===== config.mk =====
export PLATFORM = sky130hd
export DESIGN_NAME = sha1_keyed_auth
export DESIGN_NICKNAME = d
export VERILOG_FILES = /design/src/rtl/sha1_auth_pkg.sv /design/src/rtl/sha1_block_pack.sv /design/src/rtl/sha1_msg_sched.sv /design/src/rtl/sha1_round_core.sv /design/src/rtl/sha1_seq_ctrl.sv /design/src/rtl/sha1_keyed_auth.sv
export SDC_FILE = /design/constraint.sdc
export NUM_CORES = 2
export LEC_CHECK = 0
export BUFFER_PORTS_ARGS = -buffer_cell sky130_fd_sc_hd__buf_2
export CAP_MARGIN = 20
export CORE_ASPECT_RATIO = 1.4
export CORE_MARGIN = 5
export CORE_UTILIZATION = 39
export CTS_CLUSTER_DIAMETER = 30
export CTS_CLUSTER_SIZE = 8
export DETAILED_ROUTE_END_ITERATION = 16
export PLACE_DENSITY = 0.63
export REMOVE_ABC_BUFFERS = 1
export SYNTH_ARGS = -nofsm -noshare
export SYNTH_HDL_FRONTEND = slang
export SYNTH_SLANG_ARGS = --single-unit

===== constraint.sdc =====
create_clock -name clk -period 11.5 [get_ports clk]
set_input_delay 0 -clock clk [delete_from_list [all_inputs] [get_ports clk]]
set_output_delay 0 -clock clk [all_outputs]
set_load 0.05 [all_outputs]

===== src/rtl/sha1_auth_pkg.sv =====
// Package: shared widths, types, initial chaining values and round helpers
// for the keyed single-block SHA-1 authenticator.
// Assumes the fixed payload of a 160-bit message plus a 128-bit key.
package sha1_auth_pkg;

    localparam int WORD_W     = 32;
    localparam int MSG_W      = 160;
    localparam int KEY_W      = 128;
    localparam int BLK_WORDS  = 16;
    localparam int BLK_BITS   = BLK_WORDS * WORD_W;
    localparam int LEN_W      = 64;
    localparam int DIG_WORDS  = 5;
    localparam int DIG_W      = DIG_WORDS * WORD_W;
    localparam int ROUNDS     = 80;
    localparam int RND_W      = $clog2(ROUNDS);
    localparam int PAYLOAD_W  = MSG_W + KEY_W;
    localparam int ZERO_FILL  = BLK_BITS - PAYLOAD_W - 1 - LEN_W;

    typedef logic [WORD_W-1:0] word_t;
    typedef logic [RND_W-1:0]  rnd_t;

    typedef struct packed {
        word_t a;
        word_t b;
        word_t c;
        word_t d;
        word_t e;
    } state_t;

    localparam state_t INIT_STATE = '{
        a: 32'h67452301,
        b: 32'hEFCDAB89,
        c: 32'h98BADCFE,
        d: 32'h10325476,
        e: 32'hC3D2E1F0
    };

    localparam rnd_t PHASE1 = rnd_t'(20);
    localparam rnd_t PHASE2 = rnd_t'(40);
    localparam rnd_t PHASE3 = rnd_t'(60);

    // Rotate a word left by n bit places (0 < n < WORD_W).
    function automatic word_t rotl(input word_t x, input int n);
        return (x << n) | (x >> (WORD_W - n));
    endfunction

    // Boolean mixing function chosen by the round's phase.
    function automatic word_t mix_f(input rnd_t r, input word_t b, input word_t c, input word_t d);
        if (r < PHASE1)      return (b & c) | (~b & d);
        else if (r < PHASE2) return b ^ c ^ d;
        else if (r < PHASE3) return (b & c) | (b & d) | (c & d);
        else                 return b ^ c ^ d;
    endfunction

    // Additive constant chosen by the round's phase.
    function automatic word_t phase_k(input rnd_t r);
        if (r < PHASE1)      return 32'h5A827999;
        else if (r < PHASE2) return 32'h6ED9EBA1;
        else if (r < PHASE3) return 32'h8F1BBCDC;
        else                 return 32'hCA62C1D6;
    endfunction

endpackage


===== src/rtl/sha1_block_pack.sv =====
// Module: sha1_block_pack
// Purely combinational. Lays out the single 512-bit input block: the
// message, then the key, then a marker 1 bit, zero fill, and the 64-bit
// payload length. Assumes the payload length is fixed by the package.
module sha1_block_pack
    import sha1_auth_pkg::*;
(
    input  logic [MSG_W-1:0]    msg_i,
    input  logic [KEY_W-1:0]    key_i,
    output logic [BLK_BITS-1:0] blk_o
);

    localparam logic [LEN_W-1:0] LEN_FIELD = LEN_W'(PAYLOAD_W);

    // Assemble the padded block; bit BLK_BITS-1 is the first bit hashed.
    assign blk_o = {msg_i, key_i, 1'b1, {ZERO_FILL{1'b0}}, LEN_FIELD};

endmodule


===== src/rtl/sha1_msg_sched.sv =====
// Module: sha1_msg_sched
// Sixteen-word rolling message window. On load it takes the block's words
// in order; on each step it shifts by one word and appends the next
// expanded word. w_o is always the word for the round being computed.
// Assumes load and step are never both high.
module sha1_msg_sched
    import sha1_auth_pkg::*;
(
    input  logic                clk,
    input  logic                rst_n,
    input  logic                load_i,
    input  logic                step_i,
    input  logic [BLK_BITS-1:0] blk_i,
    output word_t               w_o
);

    word_t win_q   [BLK_WORDS];
    word_t load_w  [BLK_WORDS];
    word_t shift_w [BLK_WORDS];
    word_t feed_w;

    // Expansion word: taps 3, 8, 14 and 16 positions back, rotated by one.
    assign feed_w = rotl(win_q[BLK_WORDS-3] ^ win_q[BLK_WORDS-8] ^
                         win_q[BLK_WORDS-14] ^ win_q[0], 1);

    for (genvar i = 0; i < BLK_WORDS; i++) begin : g_win
        assign load_w[i] = blk_i[BLK_BITS-1-WORD_W*i -: WORD_W];
        if (i == BLK_WORDS-1) begin : g_tail
            assign shift_w[i] = feed_w;
        end else begin : g_body
            assign shift_w[i] = win_q[i+1];
        end
    end

    // Window register: load a fresh block or roll one word forward.
    always_ff @(posedge clk) begin
        if (load_i) begin
            win_q <= load_w;
        end else if (step_i) begin
            win_q <= shift_w;
        end
    end

    assign w_o = win_q[0];

    AST_WIN_LOAD_FIRST: assert property (@(posedge clk) disable iff (!rst_n)
        load_i |=> w_o == $past(blk_i[BLK_BITS-1 -: WORD_W]));

    AST_WIN_ROLL: assert property (@(posedge clk) disable iff (!rst_n)
        (step_i && !load_i) |=> w_o == $past(win_q[1]));

endmodule


===== src/rtl/sha1_round_core.sv =====
// Module: sha1_round_core
// Holds the five working words. Load sets them to the initial chaining
// values; each step applies one compression round using the current
// schedule word and round index. nxt_o exposes the post-round state so the
// caller can form the digest in the same edge as the last round.
module sha1_round_core
    import sha1_auth_pkg::*;
(
    input  logic   clk,
    input  logic   rst_n,
    input  logic   load_i,
    input  logic   step_i,
    input  rnd_t   rnd_i,
    input  word_t  w_i,
    output state_t nxt_o
);

    state_t vars_q;
    word_t  sum_w;

    // One round: new a from the phase function, constant and schedule word.
    always_comb begin
        sum_w = rotl(vars_q.a, 5) + mix_f(rnd_i, vars_q.b, vars_q.c, vars_q.d)
              + vars_q.e + phase_k(rnd_i) + w_i;
        nxt_o = '{a: sum_w, b: vars_q.a, c: rotl(vars_q.b, 30), d: vars_q.c, e: vars_q.d};
    end

    // Working-state register: seed with chaining values or advance a round.
    always_ff @(posedge clk) begin
        if (load_i) begin
            vars_q <= INIT_STATE;
        end else if (step_i) begin
            vars_q <= nxt_o;
        end
    end

    AST_SEED_ON_LOAD: assert property (@(posedge clk) disable iff (!rst_n)
        load_i |=> vars_q == INIT_STATE);

    AST_SHIFT_CHAIN: assert property (@(posedge clk) disable iff (!rst_n)
        (step_i && !load_i) |=> (vars_q.b == $past(vars_q.a)) && (vars_q.e == $past(vars_q.d)));

endmodule


===== src/rtl/sha1_seq_ctrl.sv =====
// Module: sha1_seq_ctrl
// Round sequencer. Accepts a start only when idle, then counts ROUNDS
// steps. On the final step it drops busy and raises a one-cycle done.
// Assumes ROUNDS >= 2.
module sha1_seq_ctrl
    import sha1_auth_pkg::*;
(
    input  logic clk,
    input  logic rst_n,
    input  logic start_i,
    output logic load_o,
    output logic step_o,
    output logic last_o,
    output rnd_t rnd_o,
    output logic busy_o,
    output logic done_o
);

    localparam rnd_t LAST_RND = rnd_t'(ROUNDS - 1);

    logic busy_q;
    logic done_q;
    rnd_t rnd_q;

    // Accept only when idle; a start during a run is dropped.
    assign load_o = start_i && !busy_q;
    assign step_o = busy_q;
    assign last_o = busy_q && (rnd_q == LAST_RND);
    assign rnd_o  = rnd_q;
    assign busy_o = busy_q;
    assign done_o = done_q;

    // Sequencer state: idle/busy flag, round index and done pulse.
    always_ff @(posedge clk) begin
        if (!rst_n) begin
            busy_q <= 1'b0;
            done_q <= 1'b0;
            rnd_q  <= '0;
        end else begin
            done_q <= 1'b0;
            if (load_o) begin
                busy_q <= 1'b1;
                rnd_q  <= '0;
            end else if (busy_q) begin
                if (rnd_q == LAST_RND) begin
                    busy_q <= 1'b0;
                    done_q <= 1'b1;
                    rnd_q  <= '0;
                end else begin
                    rnd_q <= rnd_q + rnd_t'(1);
                end
            end
        end
    end

    AST_BUSY_AFTER_START: assert property (@(posedge clk) disable iff (!rst_n)
        (start_i && !busy_o) |=> (busy_o && rnd_q == '0));

    AST_DONE_SINGLE: assert property (@(posedge clk) disable iff (!rst_n)
        done_o |=> !done_o);

    AST_DONE_ENDS_BUSY: assert property (@(posedge clk) disable iff (!rst_n)
        done_o |-> (!busy_o && $past(busy_o)));

    AST_RUN_IGNORES_START: assert property (@(posedge clk) disable iff (!rst_n)
        (busy_o && start_i && rnd_q != LAST_RND) |=> (busy_o && rnd_q == $past(rnd_q) + rnd_t'(1)));

    AST_ROUND_BOUND: assert property (@(posedge clk) disable iff (!rst_n)
        busy_o |-> rnd_q <= LAST_RND);

endmodule


===== src/rtl/sha1_keyed_auth.sv =====
// Module: sha1_keyed_auth (top)
// Keyed single-block SHA-1. Captures message and key on an accepted start,
// runs one round per cycle, then adds the final working state to the
// initial chaining values and holds the digest until the next completion.
// Assumes a synchronous active-low reset.
module sha1_keyed_auth
    import sha1_auth_pkg::*;
(
    input  logic             clk,
    input  logic             rst_n,
    input  logic             start_i,
    input  logic [MSG_W-1:0] msg_i,
    input  logic [KEY_W-1:0] key_i,
    output logic             busy_o,
    output logic             done_o,
    output logic [DIG_W-1:0] digest_o
);

    logic [BLK_BITS-1:0] blk_w;
    logic                load_w;
    logic                step_w;
    logic                last_w;
    rnd_t                rnd_w;
    word_t               sched_w;
    state_t              nxt_w;
    logic [DIG_W-1:0]    digest_q;
    logic [DIG_W-1:0]    digest_d;

    sha1_block_pack u_pack (
        .msg_i (msg_i),
        .key_i (key_i),
        .blk_o (blk_w)
    );

    sha1_seq_ctrl u_ctrl (
        .clk     (clk),
        .rst_n   (rst_n),
        .start_i (start_i),
        .load_o  (load_w),
        .step_o  (step_w),
        .last_o  (last_w),
        .rnd_o   (rnd_w),
        .busy_o  (busy_o),
        .done_o  (done_o)
    );

    sha1_msg_sched u_sched (
        .clk    (clk),
        .rst_n  (rst_n),
        .load_i (load_w),
        .step_i (step_w),
        .blk_i  (blk_w),
        .w_o    (sched_w)
    );

    sha1_round_core u_core (
        .clk    (clk),
        .rst_n  (rst_n),
        .load_i (load_w),
        .step_i (step_w),
        .rnd_i  (rnd_w),
        .w_i    (sched_w),
        .nxt_o  (nxt_w)
    );

    // Feed-forward addition of the last round's state to the chaining values.
    assign digest_d = {INIT_STATE.a + nxt_w.a,
                       INIT_STATE.b + nxt_w.b,
                       INIT_STATE.c + nxt_w.c,
                       INIT_STATE.d + nxt_w.d,
                       INIT_STATE.e + nxt_w.e};

    // Digest register: cleared by reset, written only on the final round.
    always_ff @(posedge clk) begin
        if (!rst_n) begin
            digest_q <= '0;
        end else if (last_w) begin
            digest_q <= digest_d;
        end
    end

    assign digest_o = digest_q;

    AST_DIGEST_HELD: assert property (@(posedge clk) disable iff (!rst_n)
        ($past(rst_n) && !$stable(digest_o)) |-> done_o);

    AST_RESET_CLEARS: assert property (@(posedge clk)
        !rst_n |=> (!busy_o && !done_o && digest_o == '0));

    AST_NO_DONE_WHILE_BUSY: assert property (@(posedge clk) disable iff (!rst_n)
        busy_o |-> !done_o);

endmodule


==> out/results.ini <==
[timing]
fmax_ghz=0.1424
finalCritPeriodShare_pct=61.09
period_needed_ns=7.025
rsz0062_at_grt=false
slew_headroom_pct=26.58
worst_slew_pin_slew_ns=1.101
finalHoldWorstSlack_ns=0.05655
setup_violations=0
final_hold_viol_count=0
clock_skew_ns=0.05230
drv_slew=0
fin_setup_tns_ns=0

[drt]
drt-initial-drc-count=2300
route.detailed.drc=0
antenna_left=0
wl_per_cell_um=19.56
via_count=32140
dr.pass1.iters=5
via_per_inst=5.223
wl_mm=120.4

[die]
fp-row-count=137
die_h_um=385.7
die_area_um2=107300
core-area_um2=99930
start_util_pct=39.34
die_w_um=278.3
io_pins=453

[logic_synthesis]
synth_top_family_by_area=compound AO/OA/AOI/OAI gates
synth_cell_types=84
yosys_warnings=0
async_flop_share_pct=0
yosys.area_share.simple_pct=12.64
synth_edf_count=288
synth_xor_area_share_pct=5.236
synth-compound-area-share_pct=19.03
synth-main-ff-cell=dfxtp_1
synthesis.area_um2=39310
yosysSeqAreaShare_pct=50.16
synth_area_leader_cell=dfxtp_1
synth_area_leaders=dfxtp_1, edfxtp_1, nand2_1, a22o_1, fa_1
avgSynthCellArea_um2=9.725
netlist_instances=4042
muxShareOfSynthArea_pct=0.7925
yosysTopAreaCellShare_pct=28.16
synth_seq_cells=841
synth_fa_ha_area_share_pct=7.575

[finish]
final_cell_area_um2=50890
final_common_cell=nand2_1
area_delta_synth_final_pct=29.45
layout_common_cells=nand2_1, dfxtp_1, buf_2, o21ai_0, dlygate4sd3_1
drive_gt1_share_pct=16.21
nets=5149

[job]
maxCapViolations=0

[cts]
cts_setup_buffers=0
clk-insertion-delay-late_ns=0.76
clockRootBuffer=clkbuf_16
h-tree-depth=4
cts_resized=0
ctsLongestPathBuffers=3
numCtsBuffers=161
clock_sinks=841
cts_tree=built
clk_pin_slew_ns=0.05

[worst_setup_path]
r2r_slack_ns=4.48
critical_path.endpoint_type=flip-flop
rr_worst_depth=22
arrival_ns=7.67
required_ns=12.15
cp_max_fo=30
timing.rr.start=u_ctrl.rnd_o[5]
r2r_end=digest_o[156]
worst_setup_path_start_kind=flip-flop
path_class=flip-flop to flip-flop

[power]
total_power_w=0.01487
p_leak_nw=20.43
powerDensity_nw_per_um2=292.2
vdd_drop_max_mv=0.2561

[global_route]
grt_max_degree=195
overflow=0
grt_first_pass_wirelength_mm=185.8
antenna_found_initial=9
grt_pass1_vias=32410
grt_usage_pct=21.81

[outcome]
status=finished, final reports clean

[place]
dpl_cell_area_um2=42360
hpwlAfterDp_mm=78.88
port_buffers=452
place_congestion=0.8837

[worst_hold_path]
min_path_type=input port to flip-flop
whs_endpoint=u_sched.shift_w[333]
min_from=key_i[77]
worstHoldPathCells=3

what timing repair did:
item / CTS / global route
endpoints found under the setup margin: 0 / 0
hold endpoints to repair: 345 / 0
hold buffers: 308 / 0
final cells by class:
class,instances,area [um^2]
well taps,1320,1652
clock inverters,60,735.7
multi-input cells,2728,17820
inverters,172,663.1
clock buffers,236,4690
flip-flops and latches,841,19720
diodes,9,22.52
fillers,8906,49050
repair buffers,788,5578
routing by layer:
metal	global-route usage, %	vias up	share of wire, %
met5	0	-	0
met4	8.427	0	3.7
met3	5.759	236	6.8
met2	36.29	946	48
met1	27.25	15460	42
li1	-	15510	-
synthesized netlist by cell type, types with 10 or more instances:
cell	n
o31ai_1	25
a211oi_1	59
a311oi_1	20
xor2_1	54
dfxtp_1	553
nand2_1	795
nor3_1	58
fa_1	120
o221a_2	19
and2_1	11
nor2b_1	10
o22ai_1	39
edfxtp_1	288
o211ai_1	12
and3_1	11
mux2i_1	30
inv_1	171
nand4_1	12
buf_1	15
clkbuf_1	276
o21ai_0	347
o221ai_1	14
a21oi_1	161
a31oi_1	14
nor2_1	202
xnor2_1	181
or3_1	21
a21o_1	19
ha_1	46
nand3_1	34
a22o_1	294
worst max-delay path, cell delays in order (launching register included):
cell	delay, ns
dfxtp_1	0.39
a41oi_1	0.42
nand2_1	0.12
nand2b_1	0.21
buf_4	0.42
o221a_2	0.28
fa_1	0.41
inv_1	0.09
fa_1	0.44
fa_1	0.49
inv_1	0.04
ha_1	0.20
fa_1	0.48
a211o_2	0.36
o21ai_0	0.11
xnor2_1	0.27
nand3_1	0.27
o311ai_2	0.47
a311oi_1	0.24
nor3_2	0.51
a21oi_2	0.14
or3_1	0.33
a311oi_1	0.25
cells by family (layout without fill, tap and decap cells):
logic type | count (synthesis) | count (layout)
buffers and inverters | 473 | 1256
flip-flops | 841 | 841
XOR/XNOR | 235 | 235
adder cells (fa/ha/maj) | 166 | 166
other | 0 | 9
AND/OR/NAND/NOR | 1199 | 1199
multiplexers | 31 | 31
AO/OA/AOI/OAI | 1097 | 1097
worst max path at each step:
stage          depth (start not counted)               to  slack (ns)       startpoint
6_report                              22    digest_o[156]        4.48  u_ctrl.rnd_o[5]
5_1_grt                               22    digest_o[156]        4.05  u_ctrl.rnd_o[5]
4_1_cts                               22    digest_o[156]        4.47  u_ctrl.rnd_o[5]
3_5_place_dp                          22    digest_o[156]        4.49  u_ctrl.rnd_o[5]
3_3_place_gp                          22    digest_o[156]        4.63  u_ctrl.rnd_o[5]
2_1_floorplan                          3  u_ctrl.rnd_o[2]      -33.64    u_ctrl.busy_o
where the power goes:
part           switching, W  internal (W)  total [W]
clock               0.00160       0.00303    0.00463
sequential         0.000391       0.00341    0.00381
combinational       0.00391       0.00252    0.00643
per-stage QoR:
stage,std cells,worst slack [ns],util (%)
after floorplan,3741,-33.64,-
after global placement,5541,4.627,42.38
after detailed placement,5541,4.491,42.38
after CTS,6145,4.471,50.90
after global routing,6153,4.048,50.92
final,6154,4.475,50.92
flip-flops by register name, indices dropped and copies added, names as in the netlist:
| name | cells |
|---|---|
| u_sched.shift_w | 480 |
| u_sched.w_o | 32 |
| u_ctrl.done_o | 1 |
| u_ctrl.busy_o | 1 |
| digest_o | 160 |
| u_ctrl.rnd_o | 7 |
| u_core.vars_q | 64 |
| u_core.nxt_o | 96 |
Note: power is estimated with default switching activity, not from simulation.
